[config.mk]
export PLATFORM = sky130hd
export DESIGN_NAME = priv_guard
export DESIGN_NICKNAME = d
export VERILOG_FILES = /design/src/rtl/priv_guard_pkg.sv /design/src/rtl/priv_decode.sv /design/src/rtl/priv_ctl_word.sv /design/src/rtl/priv_guard.sv
export SDC_FILE = /design/constraint.sdc
export NUM_CORES = 1
export LEC_CHECK = 0
export BUFFER_PORTS_ARGS = -buffer_cell sky130_fd_sc_hd__buf_4
export CAP_MARGIN = 0
export CORE_ASPECT_RATIO = 0.75
export CORE_MARGIN = 5
export CORE_UTILIZATION = 35
export CTS_CLUSTER_SIZE = 25
export DETAILED_ROUTE_END_ITERATION = 8
export PLACE_DENSITY = 0.72
export SYNTH_ARGS = -nofsm -noshare
export SYNTH_HDL_FRONTEND = slang
export SYNTH_SLANG_ARGS = --single-unit
[constraint.sdc]
create_clock -name clk_i -period 17.2 [get_ports clk_i]
set_input_delay 2.58 -clock clk_i [delete_from_list [all_inputs] [get_ports clk_i]]
set_output_delay 2.58 -clock clk_i [all_outputs]
set_load 0.01 [all_outputs]
[src/rtl/priv_guard_pkg.sv]
package priv_guard_pkg;

  typedef enum logic [1:0] {
    MODE_NS  = 2'd0,
    MODE_BAD = 2'd1,
    MODE_LS  = 2'd2,
    MODE_HS  = 2'd3
  } sec_mode_e;

  typedef struct packed {
    logic       wr_viol;
    logic [2:0] wr_thr;
    logic       rd_viol;
    logic [2:0] rd_thr;
  } ctl_word_t;

  localparam int unsigned CTL_W = $bits(ctl_word_t);

  function automatic logic mode_ok(logic [1:0] mode, logic [2:0] thr);
    return (mode != MODE_BAD) && ({1'b0, mode} >= thr);
  endfunction

endpackage

[src/rtl/priv_decode.sv]
module priv_decode #(
  parameter int unsigned RGN_W = 4,
  parameter int unsigned N_TGT = 9,
  parameter int unsigned IDX_W = 4
) (
  input  logic [RGN_W-1:0] rgn_i,
  input  logic [IDX_W-1:0] word_i,
  output logic             cfg_hit_o,
  output logic             cfg_ok_o,
  output logic             tgt_hit_o,
  output logic [IDX_W-1:0] idx_o
);
  logic [RGN_W-1:0] rgn_m1;

  always_comb begin
    rgn_m1    = rgn_i - 1'b1;
    cfg_hit_o = (rgn_i == '0);
    cfg_ok_o  = cfg_hit_o && (int'(word_i) < int'(N_TGT));
    tgt_hit_o = (rgn_i != '0) && (int'(rgn_i) <= int'(N_TGT));
    idx_o     = cfg_hit_o ? word_i : rgn_m1[IDX_W-1:0];
  end
endmodule

[src/rtl/priv_ctl_word.sv]
module priv_ctl_word
  import priv_guard_pkg::*;
#(
  parameter logic [2:0] RST_RD_THR = 3'd0,
  parameter logic [2:0] RST_WR_THR = 3'd3
) (
  input  logic      clk_i,
  input  logic      rst_ni,
  input  logic      we_i,
  input  ctl_word_t wdata_i,
  input  logic      rd_set_i,
  input  logic      wr_set_i,
  output ctl_word_t word_o
);
  ctl_word_t q;

  always_ff @(posedge clk_i or negedge rst_ni) begin
    if (!rst_ni) begin
      q <= '{wr_viol: 1'b0, wr_thr: RST_WR_THR, rd_viol: 1'b0, rd_thr: RST_RD_THR};
    end else begin
      if (we_i) begin
        q.rd_thr <= wdata_i.rd_thr;
        q.wr_thr <= wdata_i.wr_thr;
      end
      // set wins; clear needs an allowed write with a 1 in the flag position
      q.rd_viol <= rd_set_i | (q.rd_viol & ~(we_i & wdata_i.rd_viol));
      q.wr_viol <= wr_set_i | (q.wr_viol & ~(we_i & wdata_i.wr_viol));
    end
  end

  assign word_o = q;
endmodule

[src/rtl/priv_guard.sv]
module priv_guard
  import priv_guard_pkg::*;
#(
  parameter int unsigned ADDR_W     = 16,
  parameter int unsigned DATA_W     = 32,
  parameter int unsigned RGN_W      = 4,
  parameter int unsigned N_TGT      = 9,
  parameter logic [2:0]  RST_RD_THR = 3'd0,
  parameter logic [2:0]  RST_WR_THR = 3'd3
) (
  input  logic              clk_i,
  input  logic              rst_ni,
  input  logic              req_valid_i,
  input  logic              req_write_i,
  input  logic [1:0]        req_mode_i,
  input  logic [ADDR_W-1:0] req_addr_i,
  input  logic [DATA_W-1:0] req_wdata_i,
  output logic [DATA_W-1:0] rsp_rdata_o,
  output logic              deny_o,
  output logic              tgt_valid_o,
  output logic              tgt_write_o,
  output logic [ADDR_W-1:0] tgt_addr_o,
  output logic [DATA_W-1:0] tgt_wdata_o,
  input  logic [DATA_W-1:0] tgt_rdata_i
);
  localparam int unsigned IDX_W = (N_TGT > 1) ? $clog2(N_TGT) : 1;

  logic             cfg_hit, cfg_ok, tgt_hit;
  logic [IDX_W-1:0] idx;
  ctl_word_t [N_TGT-1:0] ctl_q;
  ctl_word_t        cur;
  logic [2:0]       thr;
  logic             checked, allow;

  priv_decode #(.RGN_W(RGN_W), .N_TGT(N_TGT), .IDX_W(IDX_W)) u_dec (
    .rgn_i     (req_addr_i[ADDR_W-1 -: RGN_W]),
    .word_i    (req_addr_i[IDX_W+1:2]),
    .cfg_hit_o (cfg_hit),
    .cfg_ok_o  (cfg_ok),
    .tgt_hit_o (tgt_hit),
    .idx_o     (idx)
  );

  always_comb begin
    cur = '0;
    for (int i = 0; i < int'(N_TGT); i++) begin
      if (idx == IDX_W'(i)) cur = ctl_q[i];
    end
    thr     = req_write_i ? cur.wr_thr : cur.rd_thr;
    // config reads are open; config writes use the word's own write threshold
    checked = tgt_hit | (cfg_ok & req_write_i);
    allow   = ~checked | mode_ok(req_mode_i, thr);
  end

  assign deny_o      = req_valid_i & ~allow;
  assign tgt_valid_o = req_valid_i & allow & ~cfg_hit;
  assign tgt_write_o = req_write_i;
  assign tgt_addr_o  = req_addr_i;
  assign tgt_wdata_o = req_wdata_i;

  always_comb begin
    if (deny_o)       rsp_rdata_o = '0;
    else if (cfg_hit) rsp_rdata_o = cfg_ok ? DATA_W'(cur) : '0;
    else              rsp_rdata_o = tgt_rdata_i;
  end

  for (genvar g = 0; g < N_TGT; g++) begin : g_word
    logic sel;
    assign sel = (tgt_hit | cfg_ok) & (idx == IDX_W'(g));
    priv_ctl_word #(.RST_RD_THR(RST_RD_THR), .RST_WR_THR(RST_WR_THR)) u_word (
      .clk_i    (clk_i),
      .rst_ni   (rst_ni),
      .we_i     (req_valid_i & req_write_i & cfg_ok & allow & (idx == IDX_W'(g))),
      .wdata_i  (ctl_word_t'(req_wdata_i[CTL_W-1:0])),
      .rd_set_i (deny_o & ~req_write_i & sel),
      .wr_set_i (deny_o & req_write_i & sel),
      .word_o   (ctl_q[g])
    );
  end
endmodule

==> flow_summary.toml <==
[power_and_ir_drop]
powerDensity_nw_per_um2 = 87.3
internal-power_uw = 350
clockPowerShare_pct = 39.3
ir_drop_v = 0.0000601
power_frac_comb_pct = 21.2
switching_share_pct = 28.3
p_sw_uw = 138
p_leak_uw = 0.00245
seqPwrFrac_pct = 39.5

[sta]
hold_violations = 0
tns_ps = 0
finClkSkew_ps = 7.88
timing.fmax_mhz = 92.5
setup_slack_ps = 6390
finalMaxSlewViolations = 0
slew_headroom_pct = 28.4
min_period_over_period_pct = 62.9
rsz0062_at_grt = "false"
fin_crit_ps = 10810
worst_slew_pin_slew_ps = 1070
setup_viol = 0

[drt]
drtIter0Drc = 432
viasPerCell = 5.79
routed_wl_um = 14400
routed-via-count = 3957
remaining_drc_errors = 0
ant_nets = 0
routedWlPerCell_um = 21.0
first_pass_iters = 5

[floorplan]
initial_core_util_pct = 36.0
die_h_um = 111
io_pins = 169
std_cell_rows = 36
die_w_um = 144
dieArea_sq_um = 15900
coreArea_sq_um = 13100

[clock_network]
cts_tree = "done"
cts_root_buf = "clkbuf_16"
postCtsHoldBufs = 0
clk_pin_slew_worst_paths_ps = 50
clk_latency_ps = 340
cts-resized-gates = 0
numCtsBuffers = 9
cts_max_level = 3
cts_sinks = 72
cts_buffer_depth = 2
postCtsSetupRepairBufs = 0

[logic_synthesis]
synth.yosys.seq_area_share_pct = 38.6
synth_top_family_by_area = "compound AO/OA/AOI/OAI gates"
synth_flop_cell = "dfrtp_1"
synthAdderAreaFrac_pct = 1.06
syn-num-nets = 546
synth_area_sq_um = 4720
synth_xor_area_share_pct = 0
syn_area_per_cell_sq_um = 10.4
ys_seq_elements = 72
synth_edf_count = 0
synth_compound_area_share_pct = 20.9
synthMuxAreaShare_pct = 12.9
synth-simple-area-share_pct = 15.7
ys_warn_count = 0
syn_inst = 456
yosysUniqueCellTypes = 60
synthArstFlopShare_pct = 100

[min_path]
min_path_cells = 1
hold_path.class = "reg -> reg"

[placement]
port_buffers = 104
dp.final_hpwl_um = 10800
dp_cells = 668
gp_congestion = 0.930
postPlaceCellArea_sq_um = 5280
place_ws_ps = 6500

[setup_path]
worst_ep_required_time_ps = 14620
startpoint_type = "primary input"
crit_type = "in -> out"
cp-end-kind = "primary output"
crit_arrival_ps = 8230
ff2ff_path_depth = 12
cp_max_fo = 24

[cells_and_area]
drive_gt1_share_pct = 44.2
nets = 598
n_fill_cell = 1260
final_area_sq_um = 5590
layout_common_cells = "109 x buf_4, 54 x dfrtp_1, 48 x mux2_2, 26 x nand2_1, 24 x nand3_1"
diodes = 0
final_common_cell = "buf_4"
utilization_pct = 42.6
syn_to_final_growth_pct = 18.3
finalNonFillerCells = 684
largest_reg_flops = 72

[grt]
grt.overflow.total = 0
track_usage_pct = 17.8
grt_max_degree = 73
antenna_found_initial = 0
grt_pass1_wl_um = 22400
grt_pass1_vias = 3954

[flow_run]
cap_violations = 0

[status]
status = "completed"
## cell usage after synthesis (3+ instances only)
| master | number | area share, % |
|---|---|---|
| nand2_1 | 26 | 2.1 |
| buf_4 | 51 | 8.1 |
| o21ai_0 | 9 | 0.95 |
| o221ai_1 | 4 | 0.74 |
| nor2_1 | 11 | 0.87 |
| o2111a_1 | 3 | 0.71 |
| nor3_2 | 5 | 1.1 |
| inv_1 | 9 | 0.71 |
| ha_1 | 4 | 1.1 |
| buf_2 | 5 | 0.53 |
| clkbuf_1 | 9 | 0.71 |
| buf_6 | 3 | 0.71 |
| and3_1 | 3 | 0.40 |
| and2_1 | 6 | 0.79 |
| or3_1 | 6 | 0.79 |
| o22a_1 | 3 | 0.56 |
| and2_4 | 20 | 3.7 |
| o211ai_1 | 4 | 0.64 |
| mux2_2 | 48 | 11 |
| nand4_1 | 4 | 0.53 |
| dfrtp_1 | 54 | 29 |
| a22oi_1 | 17 | 2.7 |
| a22o_1 | 3 | 0.56 |
| a211oi_1 | 6 | 0.95 |
| a21oi_1 | 14 | 1.5 |
| nand2b_1 | 6 | 0.79 |
| o2bb2ai_1 | 18 | 3.3 |
| o2111ai_1 | 10 | 1.9 |
| dfstp_2 | 18 | 10 |
| o21bai_1 | 10 | 1.6 |
| a32oi_1 | 3 | 0.56 |
| nand3_1 | 24 | 2.5 |
## worst paths after layout
kind / start / end / slack [ps]
setup reg to reg: g_word[0].u_word.word_o[4] / g_word[6].u_word.word_o[2] / 13380
hold reg to reg: g_word[7].u_word.word_o[3] / g_word[7].u_word.word_o[3] / 490
max in group asynchronous: rst_ni / g_word[6].u_word.word_o[6] / 14230
min in group asynchronous: rst_ni / g_word[7].u_word.word_o[1] / 2360
hold / removal: g_word[7].u_word.word_o[3] / g_word[7].u_word.word_o[3] / 490
setup / recovery: req_addr_i[12] / rsp_rdata_o[28] / 6390
## layout make-up
cell class	instances	area [sq um]	area share, %
tap	171	214	3.83
sequential	72	1820	32.6
timing repair buffer	109	818	14.6
inverter	9	33.8	0.605
clock buffer	10	239	4.28
multi-input combinational	307	2390	42.8
clock inverter	6	67.6	1.21
## worst max-delay path, cell delays in order
cell and delay [ps]:
buf_4 140, inv_1 70, ha_1 310, or3b_1 930, mux2_2 480, a211oi_1 870, a22oi_1 300, a31oi_1 290
o221ai_1 160, nand2_1 110, ha_1 120, nand2b_1 100, a21oi_1 90, nor2_1 270, o2111a_1 330, o31a_1 690
and2_4 260, buf_4 110
## logic make-up (layout without fill, tap and decap cells)
kind of cell    Yosys count  after routing
simple gates            124            124
flops                    72             72
compound gates          126            126
mux                      53             53
fa+ha+maj                 4              4
buf+inv                  77            134
## stage by stage
step / hold WS, ps / total power [uW]
2_1_floorplan: 428 / 262
3_3_place_gp: 473 / 296
3_5_place_dp: 474 / 298
4_1_cts: 490 / 490
5_1_grt: 500 / 506
6_report: 491 / 488
## power groups by stage
stage	Clock, uW	Sequential, uW	Combinational (uW)
after global routing	201	194	111
final	192	193	103
after floorplan	0	192	70.3
after CTS	194	192	103
after detailed placement	0	194	103
after global placement	0	195	101
## layer usage
metal | vias to the layer above | share of wire [%] | GRT usage, %
met1 | 1950 | 44 | 24.8
met5 | - | 0 | 0
li1 | 1777 | - | -
met3 | 40 | 8.3 | 5.36
met2 | 190 | 46 | 27.1
met4 | 0 | 2.0 | 4.47
No activity file was read; power rests on OpenSTA's default activity.
